--- config.mk ---
export PLATFORM = sky130hd
export DESIGN_NAME = mdio_mgmt_master
export DESIGN_NICKNAME = d
export VERILOG_FILES = /design/src/rtl/mdio_mm_pkg.sv /design/src/rtl/mdio_mdc_gen.sv /design/src/rtl/mdio_frame_shifter.sv /design/src/rtl/mdio_mgmt_master.sv
export SDC_FILE = /design/constraint.sdc
export NUM_CORES = 1
export LEC_CHECK = 0
export BUFFER_PORTS_ARGS = -buffer_cell sky130_fd_sc_hd__buf_4
export CORE_ASPECT_RATIO = 0.8
export CORE_UTILIZATION = 40
export DETAILED_ROUTE_END_ITERATION = 8
export PLACE_DENSITY = 0.65
export REMOVE_ABC_BUFFERS = 1
export SYNTH_ARGS = -nofsm -noshare
export SYNTH_HDL_FRONTEND = slang
export SYNTH_SLANG_ARGS = --single-unit
--- constraint.sdc ---
create_clock -name clk -period 4.8 [get_ports clk]
set_input_delay 0.48 -clock clk [delete_from_list [all_inputs] [get_ports clk]]
set_output_delay 0.48 -clock clk [all_outputs]
set_load 0.1 [all_outputs]
--- src/rtl/mdio_mm_pkg.sv ---
package mdio_mm_pkg;
  localparam int FRAME_BITS = 64;
  localparam int TA_POS     = 46;
  localparam int DATA_POS   = 48;

  localparam int ACC_BIT    = 31;
  localparam int START_BIT  = 16;
  localparam int RD_BIT     = 19;
  localparam int WR_BIT     = 18;
  localparam int PHY_LSB    = 20;
  localparam int REG_LSB    = 25;
  localparam int ADDR_W     = 5;
  localparam int DATA_W     = 16;

  // A word launches a frame only with access, start and one opcode bit.
  function automatic logic cmd_launches(input logic [31:0] w);
    return w[ACC_BIT] && w[START_BIT] && (w[RD_BIT] ^ w[WR_BIT]);
  endfunction

  // Full on-wire sequence, MSB first. Read turnaround/data are filler
  // since the line is released there.
  function automatic logic [FRAME_BITS-1:0] make_frame(input logic [31:0] w);
    logic rd;
    rd = w[RD_BIT];
    return {32'hFFFF_FFFF, 2'b01,
            (rd ? 2'b10 : 2'b01),
            w[PHY_LSB +: ADDR_W],
            w[REG_LSB +: ADDR_W],
            (rd ? 2'b11 : 2'b10),
            (rd ? 16'hFFFF : w[DATA_W-1:0])};
  endfunction
endpackage

--- src/rtl/mdio_mdc_gen.sv ---
module mdio_mdc_gen #(
  parameter int CLK_DIV = 8
) (
  input  logic clk,
  input  logic rst_n,
  input  logic en,
  output logic mdc,
  output logic rise_tick,
  output logic fall_tick
);
  localparam int HALF = CLK_DIV / 2;
  localparam int CW   = (HALF > 1) ? $clog2(HALF) : 1;

  logic [CW-1:0] cnt;
  logic          tick;

  assign tick      = en && (cnt == CW'(HALF - 1));
  assign rise_tick = tick && !mdc;
  assign fall_tick = tick && mdc;

  always_ff @(posedge clk or negedge rst_n) begin
    if (!rst_n) begin
      cnt <= '0;
      mdc <= 1'b0;
    end else if (!en) begin
      cnt <= '0;
      mdc <= 1'b0;
    end else if (tick) begin
      cnt <= '0;
      mdc <= ~mdc;
    end else begin
      cnt <= cnt + 1'b1;
    end
  end

  // MDC parks low whenever no frame is running
  assert_mdc_idle_low_R5: assert property (@(posedge clk) disable iff (!rst_n)
    !en |=> !mdc);
endmodule

--- src/rtl/mdio_frame_shifter.sv ---
module mdio_frame_shifter
  import mdio_mm_pkg::*;
(
  input  logic                  clk,
  input  logic                  rst_n,
  input  logic                  start,
  input  logic                  start_rd,
  input  logic [FRAME_BITS-1:0] start_frame,
  input  logic                  rise_tick,
  input  logic                  fall_tick,
  input  logic                  mdio_i,
  output logic                  active,
  output logic                  mdo,
  output logic                  mdoe,
  output logic                  done,
  output logic [DATA_W-1:0]     rx_data
);
  localparam int IW = $clog2(FRAME_BITS + 1);

  logic [FRAME_BITS-1:0] sh;
  logic [IW-1:0]         idx;
  logic                  rd;
  logic                  last_bit;
  logic                  in_data;
  logic                  next_released;

  assign last_bit      = (idx == IW'(FRAME_BITS));
  assign in_data       = rd && (idx >= IW'(DATA_POS));
  assign next_released = rd && (idx >= IW'(TA_POS));
  assign done          = active && fall_tick && last_bit;

  always_ff @(posedge clk or negedge rst_n) begin
    if (!rst_n) begin
      active  <= 1'b0;
      sh      <= '0;
      idx     <= '0;
      rd      <= 1'b0;
      mdo     <= 1'b0;
      mdoe    <= 1'b0;
      rx_data <= '0;
    end else if (start) begin
      active <= 1'b1;
      rd     <= start_rd;
      idx    <= '0;
      mdo    <= start_frame[FRAME_BITS-1];
      sh     <= start_frame << 1;
      mdoe   <= 1'b1;
    end else if (active) begin
      if (rise_tick) begin
        if (in_data) rx_data <= {rx_data[DATA_W-2:0], mdio_i};
        idx <= idx + 1'b1;
      end
      if (fall_tick) begin
        if (last_bit) begin
          active <= 1'b0;
          mdoe   <= 1'b0;
          mdo    <= 1'b0;
        end else begin
          mdo  <= sh[FRAME_BITS-1];
          sh   <= sh << 1;
          mdoe <= !next_released;
        end
      end
    end
  end

  // write frames drive the line throughout
  assert_write_drives_R3: assert property (@(posedge clk) disable iff (!rst_n)
    (active && !rd) |-> mdoe);
  // read frames leave the line to the PHY from the turnaround on
  assert_read_release_R4: assert property (@(posedge clk) disable iff (!rst_n)
    (active && rd && idx > IW'(TA_POS)) |-> !mdoe);
  // data only changes after a falling MDC tick
  assert_mdo_fall_only_R5: assert property (@(posedge clk) disable iff (!rst_n)
    (active && $past(active) && !$past(fall_tick)) |-> $stable(mdo));
endmodule

--- src/rtl/mdio_mgmt_master.sv ---
module mdio_mgmt_master
  import mdio_mm_pkg::*;
#(
  parameter int CLK_DIV = 8
) (
  input  logic        clk,
  input  logic        rst_n,
  input  logic        cmd_we,
  input  logic [31:0] cmd_wdata,
  output logic [31:0] cmd_rdata,
  output logic        mdc,
  input  logic        mdio_i,
  output logic        mdio_o,
  output logic        mdio_oe
);
  logic [31:0]       cmd_q;
  logic              busy;
  logic              launch;
  logic              accept;
  logic              frame_active;
  logic              frame_done;
  logic              rise_tick;
  logic              fall_tick;
  logic [DATA_W-1:0] rx_data;

  assign busy      = cmd_q[ACC_BIT];
  assign accept    = cmd_we && !busy;
  assign launch    = accept && cmd_launches(cmd_wdata);
  assign cmd_rdata = cmd_q;

  always_ff @(posedge clk or negedge rst_n) begin
    if (!rst_n) begin
      cmd_q <= '0;
    end else if (accept) begin
      cmd_q          <= cmd_wdata;
      cmd_q[ACC_BIT] <= launch;
    end else if (frame_done) begin
      cmd_q[ACC_BIT] <= 1'b0;
      if (cmd_q[RD_BIT]) cmd_q[DATA_W-1:0] <= rx_data;
    end
  end

  mdio_mdc_gen #(.CLK_DIV(CLK_DIV)) u_mdc (
    .clk       (clk),
    .rst_n     (rst_n),
    .en        (frame_active),
    .mdc       (mdc),
    .rise_tick (rise_tick),
    .fall_tick (fall_tick)
  );

  mdio_frame_shifter u_shift (
    .clk         (clk),
    .rst_n       (rst_n),
    .start       (launch),
    .start_rd    (cmd_wdata[RD_BIT]),
    .start_frame (make_frame(cmd_wdata)),
    .rise_tick   (rise_tick),
    .fall_tick   (fall_tick),
    .mdio_i      (mdio_i),
    .active      (frame_active),
    .mdo         (mdio_o),
    .mdoe        (mdio_oe),
    .done        (frame_done),
    .rx_data     (rx_data)
  );

  // a well-formed command raises busy and starts the shifter
  assert_launch_busy_R1: assert property (@(posedge clk) disable iff (!rst_n)
    launch |=> (busy && frame_active));
  // busy holds until the shifter reports the end of the frame
  assert_busy_hold_R6: assert property (@(posedge clk) disable iff (!rst_n)
    (busy && !frame_done) |=> busy);
  // a malformed command leaves the block idle
  assert_bad_cmd_idle_R7: assert property (@(posedge clk) disable iff (!rst_n)
    (accept && !launch) |=> (!busy && !frame_active));
  // writes during a frame do not alter the stored word
  assert_busy_write_ignored_R8: assert property (@(posedge clk) disable iff (!rst_n)
    (busy && cmd_we && !frame_done) |=> $stable(cmd_rdata));
endmodule

Word-level counts from Yosys, hierarchy flattened. Index checks and enable logic that the tools add are counted.

ROM bits: 0. Input port bits: 36. Register bits after elaboration: 126. Memories kept: 0. Logic and storage cells: 78. Output and inout port bits: 35. Latch bits: 0. Memory bits (writable): 0.

Reductions and logical operators: 24. Muxes and demuxes: 31. Equality and inequality tests: 4. Div/mod/pow operators: 0. Bitwise operators: 3. $add $sub $neg: 2. Magnitude comparators: 2. Shifts and indexed selects: 0. Multiply operators: 0.

Operator list (count): 64-bit two-way mux (4); 16-bit two-way mux (4); 7-bit two-way mux (3); 1-bit two-way mux (17); 7-bit by 6-bit greater-or-equal comparator with 1-bit output, second input constant (2); 1-bit logical AND (11); 2-bit nonzero test (5); 7-bit by 1-bit adder with 7-bit output, second input constant (1); 7-bit == test, second input constant (1); 2-bit two-way mux (3); 2-bit AND reduction (3); 2-bit != test, second input constant (2); 4-bit AND reduction (1); 1-bit zero test (3); 3-bit AND reduction (1); 2-bit by 1-bit adder with 2-bit output, second input constant (1); 2-bit == test, second input constant (1); 1-bit NOT (2); 1-bit bitwise XOR (1).

Longest topological paths before layout. Gate-level depths: netlist (run 1).

Depth in word-level cells: 7. Mapped depth: 8.

By module. A second synthesis (run 1) with hierarchy kept.

Cell total of the unflattened synthesis: 689. Area total of the unflattened synthesis: 6810.3 µm².

Modules (own cells, without submodules): mdio_frame_shifter (cells each 535, sequential area each 2252.2 µm², area each 5017.3 µm², instances 1); mdio_mgmt_master (cells each 143, sequential area each 800.8 µm², area each 1657.8 µm², instances 1); mdio_mdc_gen (cells each 11, sequential area each 75.1 µm², area each 135.1 µm², instances 1).

Worst setup path after synthesis (run 1). Ideal clock, no wire load.

Path type: register to register. Start: register u_mdc.mdc. End: register cmd_q[10], in the netlist cmd_rdata[10]. Required time: 4.677 ns. Cell stages (with the launch flop): 7. Path slack: 2.486 ns. Period minus slack after synthesis: 2.314 ns. Arrival time: 2.191 ns. Library setup time: 0.123 ns. Path buffers: 2. Path through: dfrtp_1 and3_1 nand3_2 or3_1 buf_6 buf_6 o221a_2.

Word-level cells in the longest chain between the ends: 5.

Ends and longest elaborated chain: start, declared (RTL line mdio_mdc_gen.sv:7) `output logic mdc,`; start signal, assigned (RTL line mdio_mdc_gen.sv:30) `mdc <= ~mdc;`; 1-bit logical AND (RTL line mdio_mdc_gen.sv:19) `assign fall_tick = tick && mdc;`; 1-bit logical AND (2 in a row) (RTL line mdio_frame_shifter.sv:30) `assign done = active && fall_tick && last_bit;`; 2-bit nonzero test (no line); 2-bit AND reduction (no line); end signal, assigned (RTL line mdio_mgmt_master.sv:35) `cmd_q <= cmd_wdata;`; end signal, assigned by index (RTL line mdio_mgmt_master.sv:36) `cmd_q[ACC_BIT] <= launch;`; end, declared (RTL line mdio_mgmt_master.sv:16) `logic [31:0] cmd_q;`.

Every way passes these cells. A chain may end at the register's enable or synchronous reset.

Final worst setup path (run 1).
Start: register u_shift.idx[0]. End: register u_shift.sh[32].

Word-level cells in the longest chain between the ends: 3.

Ends and longest elaborated chain: start, declared (RTL line mdio_frame_shifter.sv:21) `logic [IW-1:0] idx;`; start signal, assigned (RTL line mdio_frame_shifter.sv:51) `idx <= idx + 1'b1;`; 7-bit == test (RTL line mdio_frame_shifter.sv:27) `assign last_bit = (idx == IW'(FRAME_BITS));`; 2-bit != test (no line); 3-bit AND reduction (no line); end signal, assigned (RTL line mdio_frame_shifter.sv:46) `sh <= start_frame << 1;`; end signal, assigned (RTL line mdio_frame_shifter.sv:60) `sh <= sh << 1;`; end, declared (RTL line mdio_frame_shifter.sv:20) `logic [FRAME_BITS-1:0] sh;`.

Every way passes these cells.

==> results.tsv, run 1 <==
metric	value	unit
drv_slew	0	
cts_tree	built	
postCtsSetupBuffers	0	
cts_resized	0	
io_buffers	70	
cp_max_fo	35	
fp.dieW	131	µm
clock_power_share	0.251	
worstSkewPairLatency	410	ps
cts-root-buf	clkbuf_16	
setup_viol	0	
fin_crit	2650	ps
arrival	2980	ps
ir_drop	0.699	mV
worstRegToRegCells	7	
antenna_found_initial	0	
synth.area.top_cells	dfrtp_1 (59%), nand2_1 (10%), a21oi_1 (5.6%)	
cp-end-kind	register	
cts_buffers	17	
die_height	105	µm
synthCells	536	
synth_seq_cells	125	
area_delta_synth_final	23.1	%
grt_pass1_vias	4063	
num_io_pins	71	
power.density	793	nW/µm²
clk_pin_slew	60	ps
postRouteAntennaNets	0	
finalSetupTns	0	ps
power_frac_seq	0.346	
worst_slack	2150	ps
detail_route.wl_per_cell	14.6	µm
p_int	2.93	mW
drt-pass1-iter-count	4	
grt_max_degree	79	
max_cap_viol_count	0	
worst_pin_slew	1230	ps
crit_type	reg2reg	
grt-ovfl-total	0	
cp.required	5130	ps
drcViolationCount	0	
synthSimpleGateAreaFrac	0.217	
diodes	0	
drt_iter0_drc	339	
cts_num_sinks	125	
synth_compound_area_frac	0.104	
final_nets	637	
fin_crit_sh	0.553	
die_area	13800	µm²
sw_frac_of_total	0.438	
rr_startpoint	u_shift.idx[0]$_DFFE_PN0P_	
fmax	377	MHz
r2r_slack	2150	ps
switchingPower	2.29	mW
row_count	37	
drive_gt1_frac	0.236	
clock_path_buffers	2	
dpl.hpwl	7430	µm
synth_top_family_by_area	simple AND/OR/NAND/NOR gates	
grt_first_pass_wirelength	20000	µm
r2r-end	u_shift.sh[32]$_DFFE_PN0P_	
combPwrFrac	0.402	
syn_area_per_cell	9.97	µm²
gp_congestion	0.760	
synth-xor-area-share	0.0115	
ys_warn_count	0	
synthAdderAreaFrac	0.00937	
synth_top_area_frac	0.586	
seq_area_frac_synth	0.586	
drt_wl_total	11500	µm
cts_hold_buf	0	
start_util	0.412	
rsz0062_at_grt	no	
synth.largest_area_cell	dfrtp_1	
gr-usage-all-layers	0.183	
status	finished, final reports clean	
synthesis.area	5340	µm²
htree_num_levels	4	
pre_cts_slack	2120	ps
vias	4023	
max_slew_margin	0.176	
hold_violations	0	
core_area	13000	µm²
via_per_inst	5.12	
min-delay-path-class	in2async	
cp-start-kind	register	
synth.mux.area_fraction	0.0356	
total_leakage_power	3.13	nW
final.setup_skew	7.86	ps
synthDistinctLibCells	40	
[cell type report]
class                           count  area (µm²)
Sequential cell                   125        3130
Timing Repair Buffer               76         571
Multi-Input combinational cell    373        2030
Clock buffer                       22         474
Inverter                            4        15.0
Clock inverter                     10         138
Tap cell                          175         219
Fill cell                        1211        6380
[metrics by stage]
| stage | power, mW | cells | hold slack [ps] | area [µm²] | utilization |
|---|---|---|---|---|---|
| global route | 5.52 | 785 | 253 | 6580 | 0.507 |
| floorplan | 3.41 | 502 | 184 | 5160 | - |
| detailed placement | 3.93 | 753 | 437 | 5970 | 0.460 |
| global placement | 3.86 | 753 | 427 | 5970 | 0.460 |
| finish | 5.22 | 785 | 233 | 6580 | 0.507 |
| CTS | 5.27 | 785 | 250 | 6580 | 0.507 |
[synthesized netlist by cell type, drive strengths merged]
cell type and number:
xnor2 5, or3 2, buf 14, nand2b 18, xor2 2, o21ai 7
inv 4, nand3b 1, nand3 37, and3b 1, nor3b 1, a21boi 1
and2 1, nor2 21, a221o 1, and3 1, nand4b 1, clkbuf 20
dfrtp 125, o221a 16, nor2b 2, ha 4, a21oi 61, and4 1
nor4b 1, nand4 1, mux2i 1, mux2 16, nor3 19, o211ai 1
or4b 1, nand2 149
[sequential cells by signal, indices dropped and copies added, names as in the netlist]
| register | count |
|---|---|
| u_mdc.mdc | 1 |
| u_shift.mdoe | 1 |
| u_shift.rx_data | 16 |
| u_shift.rd | 1 |
| u_mdc.cnt | 2 |
| u_shift.mdo | 1 |
| u_shift.active | 1 |
| u_shift.sh | 63 |
| u_shift.idx | 7 |
| cmd_rdata | 32 |
[how the worst max path moves through the flow]
stage | from | to | slack, ps | depth (start not counted)
after CTS | u_shift.idx[0]$_DFFE_PN0P_ | u_shift.sh[32]$_DFFE_PN0P_ | 2140 | 7
after global routing | u_shift.idx[0]$_DFFE_PN0P_ | u_shift.sh[17]$_DFFE_PN0P_ | 1930 | 7
after detailed placement | cmd_we | u_shift.sh[29]$_DFFE_PN0P_ | 2120 | 7
final | u_shift.idx[0]$_DFFE_PN0P_ | u_shift.sh[32]$_DFFE_PN0P_ | 2150 | 7
after global placement | cmd_we | u_shift.sh[29]$_DFFE_PN0P_ | 2190 | 7
after floorplan | cmd_rdata[31]$_DFFE_PN0P_ | u_shift.rx_data[0]$_DFFE_PN0P_ | 180 | 4
[cells by family after synthesis]
logic type	Yosys count
and+or+nand+nor	258
DFF	125
AOI/OAI and AO/OA	87
buffers and inverters	38
muxes	17
xor gates and xnor gates	7
adders and majority gates	4
[routing by layer]
metal / GRT usage / share of wire
met5: 0 / 0
met4: 0.0597 / 0.011
met3: 0.0587 / 0.053
met2: 0.274 / 0.45
met1: 0.251 / 0.48
[cell usage in the layout (no fill, tap or decap), drive strengths merged, types with 18 or more instances in the layout]
cell type / n
nand2: 149
dfrtp: 125
buf: 76
a21oi: 61
nand3: 37
clkbuf: 22
nor2: 21
nor3: 19
nand2b: 18
[critical path, cell delays in order, from the launching register on]
cell and delay (ps):
dfrtp_1 400, inv_1 130, ha_1 170, or4b_1 510, o21ai_4 640, buf_4 450, nand2_1 110, a21oi_1 140
[power by group through the flow]
stage | clock [mW] | sequential, mW | combinational [mW]
5_1_grt | 1.40 | 1.87 | 2.26
3_3_place_gp | 0 | 1.80 | 2.07
3_5_place_dp | 0 | 1.81 | 2.12
2_1_floorplan | 0 | 2.76 | 0.643
6_report | 1.31 | 1.81 | 2.10
4_1_cts | 1.34 | 1.81 | 2.12
(Power assumes the default switching activity.)
==> run 2: changes to the inputs <==
Clock period 4.8 ns to 2.7 ns, I/O delays scaled along.
==> run 2 against run 1 <==
Compared with the run above:
- cell count grew 0.89%
- power up 80%
- maximum frequency rose by 17%
- via count hardly changed
- largest power group unchanged
- critical endpoint is now cmd_rdata[5]$_DFFE_PN0P_
- register-to-register slack got worse by 1700 ps
- final area increased by 1.7%
- die area unchanged
- highest routed layer unchanged
- sequential cell count unchanged
- first-iteration DRC count is 8.8% higher
==> results.tsv, run 2 (synthesis results as in run 1) <==
metric	value	unit	change
regMostFlops	u_shift.sh		
hold_start	cmd_wdata[30]		
via_per_inst	5.08		-0.93%
dpl.hpwl	7570	µm	+1.9%
ir_drop	0.790	mV	+13%
cp-start-kind	register		
drcViolationCount	0		unchanged
layout_common_cells	nand2_1 (149), dfrtp_1 (125), buf_4 (81)		
whs	63.5	ps	-169 ps
timing.critical_path.cells	inv_1, ha_1, nor4b_4, nand3_2, or3_1, o221a_2		
critPathLaunch	u_shift.idx[0]$_DFFE_PN0P_		
grt_first_pass_wirelength	20300	µm	+1.2%
postCtsSetupBuffers	0		unchanged
die_height	105	µm	unchanged
slowest_stage	or3_1		
drv_slew	0		unchanged
drive_gt1_frac	0.241		+0.00543
seq_area	3130	µm²	unchanged
row_count	37		unchanged
max_stage_delay	620	ps	-20 ps
diodes	0		unchanged
fin_crit	2270	ps	-382 ps
cp-end-kind	register		
grt_max_degree	64		-19%
largest_reg_flops	63		unchanged
io_buffers	70		unchanged
postRouteAntennaNets	0		unchanged
status	finished, final reports clean		
hold_violations	0		unchanged
critPathBufInv	1		-1
rsz0062_at_grt	no		
multi_input_area	2030	µm²	unchanged
p_total	9.41	mW	+80%
grt-ovfl-total	0		unchanged
arrival	2560	ps	-420 ps
cp_num_cells	6		-1
worstRegToRegCells	6		-1
htree_num_levels	4		unchanged
cp_max_fo	16		-54%
cp_top_family	simple AND/OR/NAND/NOR gates		
worst_pin_slew	748	ps	-479 ps
cts_buffers	17		unchanged
max_slew_margin	0.501		+0.325
hold_depth	3		
gr-usage-all-layers	0.186		+0.00294
gp_congestion	0.849		+12%
min-delay-path-class	in2reg		
num_io_pins	71		unchanged
drt-pass1-iter-count	5		+1
drt_wl_total	11700	µm	+2.0%
clock_path_buffers	2		unchanged
power.density	1410	nW/µm²	+77%
area_delta_synth_final	25.2	%	
detail_route.wl_per_cell	14.8	µm	+1.1%
setup_viol	0		unchanged
crit_type	reg2reg		
cts_num_sinks	125		unchanged
final.setup_skew	8.21	ps	+0.346 ps
fin_crit_sh	0.841		+0.289
layout_commonest_cell	nand2_1		
n_fill_cell	1178		-2.7%
worstSkewPairLatency	410	ps	about the same
fmax	440	MHz	+17%
total_leakage_power	3.21	nW	+2.3%
core_area	13000	µm²	unchanged
grt_pass1_vias	4066		+0.074%
antenna_found_initial	0		unchanged
cp.required	2990	ps	-2140 ps
rr_startpoint	u_shift.idx[0]$_DFFE_PN0P_		
vias	4021		-0.050%
start_util	0.412		unchanged
clk_pin_slew	50	ps	about the same
final_nets	645		+1.3%
max_cap_viol_count	0		unchanged
die_area	13800	µm²	unchanged
cts-root-buf	clkbuf_16		
cts_tree	built		
fp.dieW	131	µm	unchanged
drt_iter0_drc	369		+8.8%
==> run 2: report_power, final <==
group | leakage (nW) | switching, mW | internal (mW)
Sequential | 1.53 | 0.516 | 2.69
Combinational | 1.37 | 2.75 | 1.02
Clock | 0.313 | 0.770 | 1.66
==> run 2: layer usage <==
layer | global-route usage | share of wire
met3 | 0.0375 | 0.046
met4 | 0.0739 | 0.0062
met2 | 0.276 | 0.46
met1 | 0.266 | 0.49
met5 | 0 | 0
==> run 2: worst paths after layout <==
check	endpoint	slack (ps)
min	cmd_rdata[30]$_DFFE_PN0P_	60
max	cmd_rdata[5]$_DFFE_PN0P_	430
min in group asynchronous	u_shift.sh[58]$_DFFE_PN0P_	480
max in group asynchronous	u_shift.mdoe$_DFFE_PN0P_	1500
max reg2reg	cmd_rdata[5]$_DFFE_PN0P_	430
min reg2reg	u_mdc.cnt[0]$_DFF_PN0_	440
==> run 2: cell type report <==
| class | instances | area share |
|---|---|---|
| Clock inverter | 6 | 0.0195 |
| Sequential cell | 125 | 0.468 |
| Tap cell | 175 | 0.0327 |
| Inverter | 4 | 0.00224 |
| Timing Repair Buffer | 84 | 0.0984 |
| Multi-Input combinational cell | 373 | 0.304 |
| Clock buffer | 25 | 0.0756 |
==> run 2: worst min-delay path: cells and delay by family <==
kind                   cells  cell delay [ps]
and+or+nand+nor            2               90
buffers and inverters      1               80
==> run 2: what timing repair did <==
| item | CTS | global route |
|---|---|---|
| hold buffers | 1 | 0 |
| gates resized for setup | 0 | 0 |
| endpoints found under the hold margin | 56 | 0 |
| setup endpoints to repair | 0 | 0 |
==> run 2: metrics by stage <==
stage	instance area, µm²	setup TNS [ps]	utilization	cells	setup slack (ps)
detailed placement	6040	0	0.466	760	427
floorplan	5160	-99630	-	502	-1920
finish	6690	0	0.516	792	428
CTS	6690	0	0.516	792	414
global placement	6040	0	0.466	760	506
global route	6690	0	0.516	792	277
==> run 3: changes to the inputs <==
Clock period 2.7 ns to 2.3 ns, I/O delays scaled along.
==> run 3 against run 2 <==
Compared with the run above:
- wire length is 0.84% higher
- largest power group unchanged
- combinational power rose by 17%
- die area did not move
- final area grew 1.4%
==> results.tsv, run 3 (synthesis results as in run 1) <==
metric	value	unit	change
layout_common_cells	nand2_1 (149), dfrtp_1 (125), buf_4 (83)		
gp_congestion	0.861		+1.4%
regMostFlops	u_shift.sh		
fin_crit_sh	0.895		+0.0540
sw_frac_of_total	0.426		-0.00318
fp.dieW	131	µm	unchanged
detail_route.wl_per_cell	14.8	µm	+0.33%
clk_pin_slew	60	ps	about the same
largest_reg_flops	63		unchanged
grt-ovfl-total	0		unchanged
status	finished, final reports clean		
fin_crit	2060	ps	-212 ps
finalSetupTns	0	ps	unchanged
drt-pass1-iter-count	5		unchanged
post_layout_nonfiller_instances	796		+0.51%
cp-end-kind	register		
gr-usage-all-layers	0.188		+0.00206
worst_slack	241	ps	-188 ps
drt_iter0_drc	324		-12%
worst_pin_slew	564	ps	-185 ps
cts_tree	built		
die_area	13800	µm²	unchanged
cp_max_fo	63		+47
htree_num_levels	4		unchanged
worstSkewPairLatency	410	ps	about the same
start_util	0.412		unchanged
timing.critical_path.cells	inv_1, ha_1, or4b_1, o21ai_4, buf_12, nand2_1, a21boi_0		
setup_viol	0		unchanged
cp-start-kind	register		
die_height	105	µm	unchanged
layout_commonest_cell	nand2_1		
max_slew_margin	0.624		+0.123
drcViolationCount	0		unchanged
max_cap_viol_count	0		unchanged
clock_path_buffers	2		unchanged
switchingPower	4.79	mW	+19%
diodes	0		unchanged
vias	4082		+1.5%
arrival	2380	ps	-180 ps
total_leakage_power	3.24	nW	+1.2%
power.density	1660	nW/µm²	+18%
drv_slew	0		unchanged
power_frac_seq	0.335		-0.006
fmax	486	MHz	+10%
pre_cts_slack	86.2	ps	-341 ps
antenna_found_initial	0		unchanged
row_count	37		unchanged
ir_drop	0.885	mV	+12%
num_io_pins	71		unchanged
grt_max_degree	64		unchanged
drive_gt1_frac	0.253		+0.0113
core_area	13000	µm²	unchanged
grt_pass1_vias	4040		-0.64%
max_stage_delay	530	ps	-90 ps
final_nets	648		+0.47%
slowest_stage	or4b_1		
p_total	11.2	mW	+20%
crit_type	reg2reg		
clock_power_share	0.272		+0.014
dp_cells	763		+0.39%
cp.required	2620	ps	-370 ps
final.setup_skew	11.3	ps	+3.12 ps
drt_wl_total	11800	µm	+0.84%
cts-root-buf	clkbuf_16		
io_buffers	70		unchanged
cts_num_sinks	125		unchanged
cts_buffers	17		unchanged
min-delay-path-class	in2reg		
combPwrFrac	0.393		-0.008
via_per_inst	5.13		+1.0%
dpl.hpwl	7730	µm	+2.2%
hold_violations	0		unchanged
postRouteAntennaNets	0		unchanged
area_delta_synth_final	27.0	%	
grt_first_pass_wirelength	20500	µm	+1.3%
p_int	6.46	mW	+20%
rsz0062_at_grt	no		
==> run 3: cell types whose count changed in the layout (fill, tap and decap cells not counted), moves of 2 or more <==
| cell | previous run | this run |
|---|---|---|
| clkinvlp_4 | 0 | 3 |
| buf_4 | 81 | 83 |
| bufinv_16 | 4 | 6 |
| clkinv_4 | 0 | 4 |
| clkbuf_1 | 3 | 0 |
| clkinv_2 | 2 | 0 |
| clkbuf_8 | 5 | 2 |
==> run 3: final timing paths <==
check,slack (ps),depth (start not counted),endpoint,from
worst min-delay path,10,3,cmd_rdata[30]$_DFFE_PN0P_,cmd_wdata[30]
min in group asynchronous,360,2,u_shift.sh[53]$_DFFE_PN0P_,rst_n
worst max register to register,240,7,u_shift.sh[29]$_DFFE_PN0P_,u_shift.idx[0]$_DFFE_PN0P_
worst max-delay path,240,7,u_shift.sh[29]$_DFFE_PN0P_,u_shift.idx[0]$_DFFE_PN0P_
worst min register to register,450,1,u_mdc.cnt[0]$_DFF_PN0_,u_mdc.cnt[0]$_DFF_PN0_
max in group asynchronous,1290,3,cmd_rdata[14]$_DFFE_PN0P_,rst_n
==> run 3: power by group through the flow <==
stage	Combinational [mW]	Sequential, mW	Clock, mW
6_report	4.42	3.76	3.06
5_1_grt	4.74	3.89	3.25
4_1_cts	4.46	3.77	3.12
3_5_place_dp	4.46	3.78	0
3_3_place_gp	4.37	3.74	0
2_1_floorplan	1.34	5.77	0
==> run 3: what timing repair did <==
item,in CTS,in global routing
setup buffers,0,0
endpoints found under the hold margin,39,0
resized for setup,0,1
endpoints found under the setup margin,0,16
hold buffers,1,0
==> run 3: critical path: cells and delay by family, from the launching register on <==
family | cells | cell delay (ps)
AO/OA/AOI/OAI | 2 | 380
flip-flops | 1 | 400
AND/OR/NAND/NOR | 2 | 610
buffers and inverters | 2 | 380
adder cells (fa/ha/maj) | 1 | 180
==> run 3: per-stage QoR <==
stage                     cell area [µm²]  hold WS [ps]   util
after floorplan                      5160         -65.6      -
after global placement               6080           260  0.469
after detailed placement             6080           267  0.469
after CTS                            6780        0.0673  0.523
after global routing                 6780          8.71  0.523
final                                6780          10.7  0.523
==> run 3: cell type report <==
type / count / area, µm²
clock buffers: 19 / 453
repair buffers: 87 / 693
well taps: 175 / 219
inverters: 4 / 15.0
flip-flops and latches: 125 / 3130
fillers: 1174 / 6180
clock inverters: 13 / 238
multi-input cells: 373 / 2040
==> run 3: routing by layer <==
layer,part of all wire,up-vias,global-route usage,routed length (µm)
li1,-,1958,-,-
met1,0.49,2015,0.268,5770
met2,0.45,100,0.278,5330
met3,0.052,9,0.0563,616
met4,0.0072,0,0.0504,85
met5,0,-,0,0
